==> config.mk <==
export PLATFORM = sky130hd
export DESIGN_NAME = wlf_finalizer
export DESIGN_NICKNAME = d
export VERILOG_FILES = /design/src/rtl/wlf_pkg.sv /design/src/rtl/wlf_capture.sv /design/src/rtl/wlf_lane_calc.sv /design/src/rtl/wlf_seq.sv /design/src/rtl/wlf_code_store.sv /design/src/rtl/wlf_finalizer.sv
export SDC_FILE = /design/constraint.sdc
export NUM_CORES = 1
export LEC_CHECK = 0
export ABC_AREA = 1
export BUFFER_PORTS_ARGS = -buffer_cell sky130_fd_sc_hd__buf_2
export CAP_MARGIN = 25
export CORE_ASPECT_RATIO = 0.9
export CORE_MARGIN = 2
export CORE_UTILIZATION = 50
export DETAILED_ROUTE_END_ITERATION = 6
export PLACE_DENSITY_LB_ADDON = 0.12
export RECOVER_POWER = 50
export SLEW_MARGIN = 20
export SYNTH_ARGS = -nofsm -noshare
export SYNTH_HDL_FRONTEND = slang
export SYNTH_SLANG_ARGS = --single-unit
==> constraint.sdc <==
create_clock -name clk -period 16.1 [get_ports clk]
set_input_delay 1.61 -clock clk [delete_from_list [all_inputs] [get_ports clk]]
set_output_delay 1.61 -clock clk [all_outputs]
set_load 0.02 [all_outputs]
==> src/rtl/wlf_pkg.sv <==
package wlf_pkg;

  typedef enum logic [1:0] {
    CAUSE_NONE   = 2'd0,
    CAUSE_NARROW = 2'd1,
    CAUSE_WIDE   = 2'd2,
    CAUSE_RANGE  = 2'd3
  } wlf_cause_e;

  typedef enum logic {
    ST_IDLE = 1'b0,
    ST_RUN  = 1'b1
  } wlf_state_e;

endpackage

==> src/rtl/wlf_capture.sv <==
module wlf_capture #(
  parameter int NUM_LANES = 8,
  parameter int CODE_W    = 10,
  localparam int BUS_W    = NUM_LANES * CODE_W
) (
  input  logic             clk,
  input  logic             rst_n,
  input  logic             load_i,
  input  logic [BUS_W-1:0] start_flat_i,
  input  logic [BUS_W-1:0] width_flat_i,
  input  logic             x16_i,
  input  logic             fix_i,
  output logic [BUS_W-1:0] start_flat_o,
  output logic [BUS_W-1:0] width_flat_o,
  output logic             x16_o,
  output logic             fix_o
);

  always_ff @(posedge clk or negedge rst_n) begin
    if (!rst_n) begin
      start_flat_o <= '0;
      width_flat_o <= '0;
      x16_o        <= 1'b0;
      fix_o        <= 1'b0;
    end else if (load_i) begin
      start_flat_o <= start_flat_i;
      width_flat_o <= width_flat_i;
      x16_o        <= x16_i;
      fix_o        <= fix_i;
    end
  end

endmodule

==> src/rtl/wlf_lane_calc.sv <==
module wlf_lane_calc
  import wlf_pkg::*;
#(
  parameter int NUM_LANES   = 8,
  parameter int CODE_W      = 10,
  parameter int WIDTH_MIN   = 32,
  parameter int WIDTH_MAX   = 96,
  parameter int CYCLE_CODES = 128,
  parameter int QCLK_CODES  = 64,
  parameter int DQ_LAG      = 32,
  localparam int BUS_W      = NUM_LANES * CODE_W,
  localparam int LANE_W     = $clog2(NUM_LANES)
) (
  input  logic [LANE_W-1:0] lane_i,
  input  logic [BUS_W-1:0]  start_flat_i,
  input  logic [BUS_W-1:0]  width_flat_i,
  input  logic              x16_i,
  input  logic              fix_i,
  output logic [CODE_W-1:0] dqs_o,
  output logic [CODE_W-1:0] dq_o,
  output wlf_cause_e        cause_o
);

  localparam int CW = CODE_W + 2;
  localparam logic signed [CW-1:0] CYCLE_S = CW'(CYCLE_CODES);
  localparam logic signed [CW-1:0] HALF_S  = CW'(CYCLE_CODES / 2);
  localparam logic signed [CW-1:0] QCLK_S  = CW'(QCLK_CODES);
  localparam logic signed [CW-1:0] LAG_S   = CW'(DQ_LAG);
  localparam logic signed [CW-1:0] MAXC_S  = CW'((1 << CODE_W) - 1);
  localparam logic [CODE_W-1:0]    WMIN_C  = CODE_W'(WIDTH_MIN);
  localparam logic [CODE_W-1:0]    WMAX_C  = CODE_W'(WIDTH_MAX);

  function automatic wlf_cause_e width_verdict(input logic [CODE_W-1:0] w);
    if (w <= WMIN_C)      return CAUSE_NARROW;
    else if (w >= WMAX_C) return CAUSE_WIDE;
    else                  return CAUSE_NONE;
  endfunction

  function automatic logic signed [CW-1:0] fold_to_partner(
    input logic signed [CW-1:0] own,
    input logic signed [CW-1:0] partner
  );
    if (own > partner + HALF_S)      return own - CYCLE_S;
    else if (own < partner - HALF_S) return own + CYCLE_S;
    else                             return own;
  endfunction

  function automatic logic out_of_range(input logic signed [CW-1:0] dqs);
    return (dqs < 0) || (dqs + LAG_S > MAXC_S);
  endfunction

  logic [LANE_W-1:0]        partner_lane;
  logic [CODE_W-1:0]        own_start, partner_start, own_width;
  logic signed [CW-1:0]     folded_s, dqs_s;
  wlf_cause_e               width_cause;
  logic                     fold_en;

  assign partner_lane = lane_i & ~LANE_W'(1);
  assign fold_en      = x16_i & lane_i[0];

  always_comb begin
    own_start     = start_flat_i[int'(lane_i) * CODE_W +: CODE_W];
    own_width     = width_flat_i[int'(lane_i) * CODE_W +: CODE_W];
    partner_start = start_flat_i[int'(partner_lane) * CODE_W +: CODE_W];
  end

  always_comb begin
    folded_s = fold_en ? fold_to_partner(CW'(own_start), CW'(partner_start))
                       : CW'(own_start);
    dqs_s    = fix_i ? folded_s + QCLK_S : folded_s;
  end

  assign width_cause = width_verdict(own_width);

  always_comb begin
    if (width_cause != CAUSE_NONE) cause_o = width_cause;
    else if (out_of_range(dqs_s))  cause_o = CAUSE_RANGE;
    else                           cause_o = CAUSE_NONE;
  end

  assign dqs_o = dqs_s[CODE_W-1:0];
  assign dq_o  = dqs_o + CODE_W'(DQ_LAG);

endmodule

==> src/rtl/wlf_seq.sv <==
module wlf_seq
  import wlf_pkg::*;
#(
  parameter int NUM_LANES = 8,
  localparam int LANE_W   = $clog2(NUM_LANES)
) (
  input  logic              clk,
  input  logic              rst_n,
  input  logic              start_i,
  input  wlf_cause_e        cause_i,
  output logic              load_o,
  output logic [LANE_W-1:0] lane_o,
  output logic              wr_o,
  output logic              fail_o,
  output logic              busy_o,
  output logic              done_o,
  output logic              err_o,
  output logic [LANE_W-1:0] err_lane_o,
  output wlf_cause_e        err_cause_o
);

  localparam logic [LANE_W-1:0] LAST_LANE = LANE_W'(NUM_LANES - 1);

  wlf_state_e state_q;
  logic       last_w;

  assign busy_o = (state_q == ST_RUN);
  assign load_o = (state_q == ST_IDLE) && start_i;
  assign fail_o = busy_o && (cause_i != CAUSE_NONE);
  assign wr_o   = busy_o && (cause_i == CAUSE_NONE);
  assign last_w = (lane_o == LAST_LANE);

  always_ff @(posedge clk or negedge rst_n) begin
    if (!rst_n) begin
      state_q     <= ST_IDLE;
      lane_o      <= '0;
      done_o      <= 1'b0;
      err_o       <= 1'b0;
      err_lane_o  <= '0;
      err_cause_o <= CAUSE_NONE;
    end else begin
      done_o <= 1'b0;
      if (load_o) begin
        state_q     <= ST_RUN;
        lane_o      <= '0;
        err_o       <= 1'b0;
        err_lane_o  <= '0;
        err_cause_o <= CAUSE_NONE;
      end else if (fail_o) begin
        state_q     <= ST_IDLE;
        done_o      <= 1'b1;
        err_o       <= 1'b1;
        err_lane_o  <= lane_o;
        err_cause_o <= cause_i;
      end else if (wr_o) begin
        if (last_w) begin
          state_q <= ST_IDLE;
          done_o  <= 1'b1;
        end else begin
          lane_o <= lane_o + LANE_W'(1);
        end
      end
    end
  end

endmodule

==> src/rtl/wlf_code_store.sv <==
module wlf_code_store #(
  parameter int NUM_LANES = 8,
  parameter int CODE_W    = 10,
  localparam int BUS_W    = NUM_LANES * CODE_W,
  localparam int LANE_W   = $clog2(NUM_LANES)
) (
  input  logic              clk,
  input  logic              rst_n,
  input  logic              clear_i,
  input  logic              wr_i,
  input  logic [LANE_W-1:0] wr_lane_i,
  input  logic [CODE_W-1:0] dqs_i,
  input  logic [CODE_W-1:0] dq_i,
  output logic [BUS_W-1:0]  dqs_flat_o,
  output logic [BUS_W-1:0]  dq_flat_o
);

  for (genvar g = 0; g < NUM_LANES; g++) begin : g_lane
    logic hit;
    assign hit = wr_i && (wr_lane_i == LANE_W'(g));
    always_ff @(posedge clk or negedge rst_n) begin
      if (!rst_n) begin
        dqs_flat_o[g*CODE_W +: CODE_W] <= '0;
        dq_flat_o[g*CODE_W +: CODE_W]  <= '0;
      end else if (clear_i) begin
        dqs_flat_o[g*CODE_W +: CODE_W] <= '0;
        dq_flat_o[g*CODE_W +: CODE_W]  <= '0;
      end else if (hit) begin
        dqs_flat_o[g*CODE_W +: CODE_W] <= dqs_i;
        dq_flat_o[g*CODE_W +: CODE_W]  <= dq_i;
      end
    end
  end

endmodule

==> src/rtl/wlf_finalizer.sv <==
module wlf_finalizer
  import wlf_pkg::*;
#(
  parameter int NUM_LANES   = 8,
  parameter int CODE_W      = 10,
  parameter int WIDTH_MIN   = 32,
  parameter int WIDTH_MAX   = 96,
  parameter int CYCLE_CODES = 128,
  parameter int QCLK_CODES  = 64,
  parameter int DQ_LAG      = 32,
  localparam int BUS_W      = NUM_LANES * CODE_W,
  localparam int LANE_W     = $clog2(NUM_LANES)
) (
  input  logic              clk,
  input  logic              rst_n,
  input  logic              start_i,
  input  logic [BUS_W-1:0]  region_start_i,
  input  logic [BUS_W-1:0]  region_width_i,
  input  logic              x16_i,
  input  logic              qclk_fix_i,
  output logic [BUS_W-1:0]  dqs_code_o,
  output logic [BUS_W-1:0]  dq_code_o,
  output logic              busy_o,
  output logic              done_o,
  output logic              err_o,
  output logic [LANE_W-1:0] err_lane_o,
  output logic [1:0]        err_cause_o
);

  logic [BUS_W-1:0]  cap_start, cap_width;
  logic              cap_x16, cap_fix;
  logic              accept_w, lane_wr_w, lane_fail_w;
  logic [LANE_W-1:0] cur_lane_w;
  logic [CODE_W-1:0] lane_dqs_w, lane_dq_w;
  wlf_cause_e        lane_cause_w, err_cause_w;

  wlf_capture #(.NUM_LANES(NUM_LANES), .CODE_W(CODE_W)) u_capture (
    .clk          (clk),
    .rst_n        (rst_n),
    .load_i       (accept_w),
    .start_flat_i (region_start_i),
    .width_flat_i (region_width_i),
    .x16_i        (x16_i),
    .fix_i        (qclk_fix_i),
    .start_flat_o (cap_start),
    .width_flat_o (cap_width),
    .x16_o        (cap_x16),
    .fix_o        (cap_fix)
  );

  wlf_lane_calc #(
    .NUM_LANES  (NUM_LANES),
    .CODE_W     (CODE_W),
    .WIDTH_MIN  (WIDTH_MIN),
    .WIDTH_MAX  (WIDTH_MAX),
    .CYCLE_CODES(CYCLE_CODES),
    .QCLK_CODES (QCLK_CODES),
    .DQ_LAG     (DQ_LAG)
  ) u_calc (
    .lane_i       (cur_lane_w),
    .start_flat_i (cap_start),
    .width_flat_i (cap_width),
    .x16_i        (cap_x16),
    .fix_i        (cap_fix),
    .dqs_o        (lane_dqs_w),
    .dq_o         (lane_dq_w),
    .cause_o      (lane_cause_w)
  );

  wlf_seq #(.NUM_LANES(NUM_LANES)) u_seq (
    .clk         (clk),
    .rst_n       (rst_n),
    .start_i     (start_i),
    .cause_i     (lane_cause_w),
    .load_o      (accept_w),
    .lane_o      (cur_lane_w),
    .wr_o        (lane_wr_w),
    .fail_o      (lane_fail_w),
    .busy_o      (busy_o),
    .done_o      (done_o),
    .err_o       (err_o),
    .err_lane_o  (err_lane_o),
    .err_cause_o (err_cause_w)
  );

  wlf_code_store #(.NUM_LANES(NUM_LANES), .CODE_W(CODE_W)) u_store (
    .clk        (clk),
    .rst_n      (rst_n),
    .clear_i    (accept_w),
    .wr_i       (lane_wr_w),
    .wr_lane_i  (cur_lane_w),
    .dqs_i      (lane_dqs_w),
    .dq_i       (lane_dq_w),
    .dqs_flat_o (dqs_code_o),
    .dq_flat_o  (dq_code_o)
  );

  assign err_cause_o = err_cause_w;

endmodule

==> flow_summary.yaml <==
status:
  status: "complete, but fails checks"
  violations: "capacitance limit, slew limit"
placed_design:
  dp_hpwl_um: 27130
  place_area_mm2: 0.01569
  io_buffers: 332
  place.gp.congestion: 0.8418
critical_path:
  cp-end-kind: "asynchronous set/reset pin"
  crit_family: "buffers and inverters"
  critical_path_buf_inv_count: 4
  slowest_delay_ns: 3.47
  critPathMaxFanout: 90
  cp.arrival_ns: 9.27
  worstPathRequired_ns: 16.69
  cp_slowest_cell: "clkbuf_1"
  crit_path_frequent_cell: "clkbuf_1"
  path_cells: "clkbuf_1, clkbuf_1, clkbuf_1, buf_4"
  critPathKind: "in2async"
  cp-start-kind: "input port"
sta:
  max_freq_ghz: 0.1151
  fin_hold_ws_ns: 0.4729
  fin_crit_sh: 0.5395
  rsz0062_at_grt: "false"
  setup_tns_ns: 0
  hold_viol_final: 0
  maxSlewViolCount: 211
  period_needed_ns: 8.685
  tightest_slew_ns: 5.043
  max_slew_margin: -2.362
  finalSetupViolCount: 0
  fin_skew_ns: 0.01057
floorplan:
  start_util: 0.5084
  core.rowCount: 58
  coreArea_mm2: 0.02801
  die_area_mm2: 0.02985
  die_y_um: 164.1
  io_pins: 333
  die_w_um: 181.9
synthesis:
  ys.flop_type: "dfrtp_1"
  syn_area_per_cell_um2: 8.009
  ys_types: 51
  syn_area_mm2: 0.01424
  yosysWarnings: 0
  synth_top_area_frac: 0.5149
  syn_inst: 1778
  syn_nets: 1966
  ys_top_cells_by_area: "dfrtp_1 51%, nand2_1 21%, nand3_1 5.5%"
  synth_edf_count: 0
  ys_ff_latch: 293
  synthArstFlopShare: 1.000
  synth_top_cell_by_area: "dfrtp_1"
  ys_seq_area_frac: 0.5149
detailed_routing:
  via_per_inst: 5.204
  dr_total_vias: 12499
  firstDrtPassIters: 7
  drt_first_iter_violations: 996
  routed_wl_um: 40450
  drc: 0
  postRouteAntennaNets: 0
  wl_per_cell_um: 16.84
cells_and_area:
  drive_gt1_frac: 0.1470
  postLayoutCellArea_mm2: 0.01652
  multi_input_area_mm2: 0.005886
  fillerInstances: 2709
  fin_nets: 2206
  area_growth_pct: 16.04
  seqCellArea_mm2: 0.007335
grt:
  track_usage: 0.2711
  grt_max_degree: 134
  grt_pass1_wl_um: 64180
  grt-ovfl-total: 0
  grt_pass1_vias: 11944
  antenna_found_initial: 2
clock_network:
  cts_buffer_depth: 3
  cts_setup_buffers: 0
  cts_inserted_buffers: 30
  cts.root.buffer_cell: "clkbuf_16"
  htreeDepth: 1
  cts_resized: 0
  clkLatencyLatePin_ns: 0.57
  tritoncts: "yes"
  clk_pin_slew_ns: 0.06
  cts.sinks: 293
  hold_buffers: 0
pwr:
  p_total_mw: 3.721
  power.leakage_nw: 8.965
  peakVddDrop_mv: 0.1264
  power.density_mw_per_mm2: 225.2
run:
  maxCapViolations: 3
worst_hold_path:
  hold_class: "reg2reg"
==> per-stage QoR <==
step | std cells | util | worst slack (ns)
3_3_place_gp | 2345 | 0.5602 | 10.47
4_1_cts | 2400 | 0.5971 | 10.25
6_report | 2402 | 0.5899 | 7.415
3_5_place_dp | 2345 | 0.5602 | 10.30
2_1_floorplan | 1778 | - | 10.95
5_1_grt | 2402 | 0.5899 | 5.852
==> layout make-up <==
| cell class | instances | area share |
|---|---|---|
| clock inverter | 12 | 0.01052 |
| multi-input combinational | 1280 | 0.3562 |
| clock buffer | 43 | 0.05202 |
| tap | 360 | 0.02726 |
| sequential | 293 | 0.4439 |
| antenna | 1 | 0.0001514 |
| timing repair buffer | 345 | 0.09427 |
| inverter | 68 | 0.01575 |
==> state kept, by name, summed over array words and instances (netlist names), 2 cells and up <==
register	flops
u_capture.start_flat_o	80
u_capture.width_flat_o	80
u_store.dq_flat_o	80
u_store.dqs_flat_o	40
u_seq.err_lane_o	3
u_seq.lane_o	3
u_seq.err_cause_o	2
==> cells in the mapped netlist, types with 4 or more instances <==
master	number
nand2_4	5
o21ai_0	58
nand4_1	6
o22ai_1	11
nor3_1	7
buf_4	46
nor4_1	6
buf_1	10
inv_2	7
nand3_2	7
nand3_1	156
ha_1	23
clkbuf_1	58
nand2_1	814
a32o_1	4
nand2_2	19
dfrtp_1	293
nor2_1	90
nand4_4	7
o32ai_1	5
nor2_2	4
buf_2	14
inv_1	60
buf_6	7
a21oi_1	19
==> cell usage in the layout (no fill, tap or decap), types with 10 or more instances in the layout <==
cell type,count
nand2_1,814
dfrtp_1,291
buf_2,180
clkbuf_1,162
nand3_1,156
nor2_1,90
inv_1,59
o21ai_0,58
clkbuf_16,30
ha_1,23
a21oi_1,18
nand2_2,18
o22ai_1,11
buf_4,10
==> worst min-delay path: stages (launching register included) <==
cell	delay, ns
dfrtp_1	0.34
nand2_1	0.05
nand2_1	0.05
==> path summary, 6_finish.rpt <==
check	start	endpoint	slack, ns	cells past startpoint
max	rst_n	u_capture.width_flat_o[30]	7.41	4
min reg2reg	u_capture.width_flat_o[56]	u_capture.width_flat_o[56]	0.47	2
min	u_capture.width_flat_o[56]	u_capture.width_flat_o[56]	0.47	2
max reg2reg	u_seq.lane_o[0]	u_store.dq_flat_o[19]	10.25	29
min in group asynchronous	rst_n	u_capture.start_flat_o[37]	2.86	1
max in group clk	u_seq.lane_o[0]	u_store.dq_flat_o[19]	10.25	29
==> routing by layer <==
metal  wire (µm)  track usage
met5          13            0
met4         755      0.06452
met3        2419      0.03991
met2       18700       0.4370
met1       18570       0.3906
==> where the power goes <==
part           internal, mW  total, mW  switching [mW]
logic                 0.537       1.83            1.29
registers              1.00       1.17           0.161
clock network         0.434      0.729           0.295
total                  1.97       3.72            1.75
==> cell families after synthesis <==
kind of cell / synth area share
AOI/OAI and AO/OA: 0.05228
xor gates and xnor gates: 0.003076
adders and majority gates: 0.02021
buffers and inverters: 0.07302
DFF: 0.5149
and+or+nand+nor: 0.3365
(Power assumes the default switching activity.)
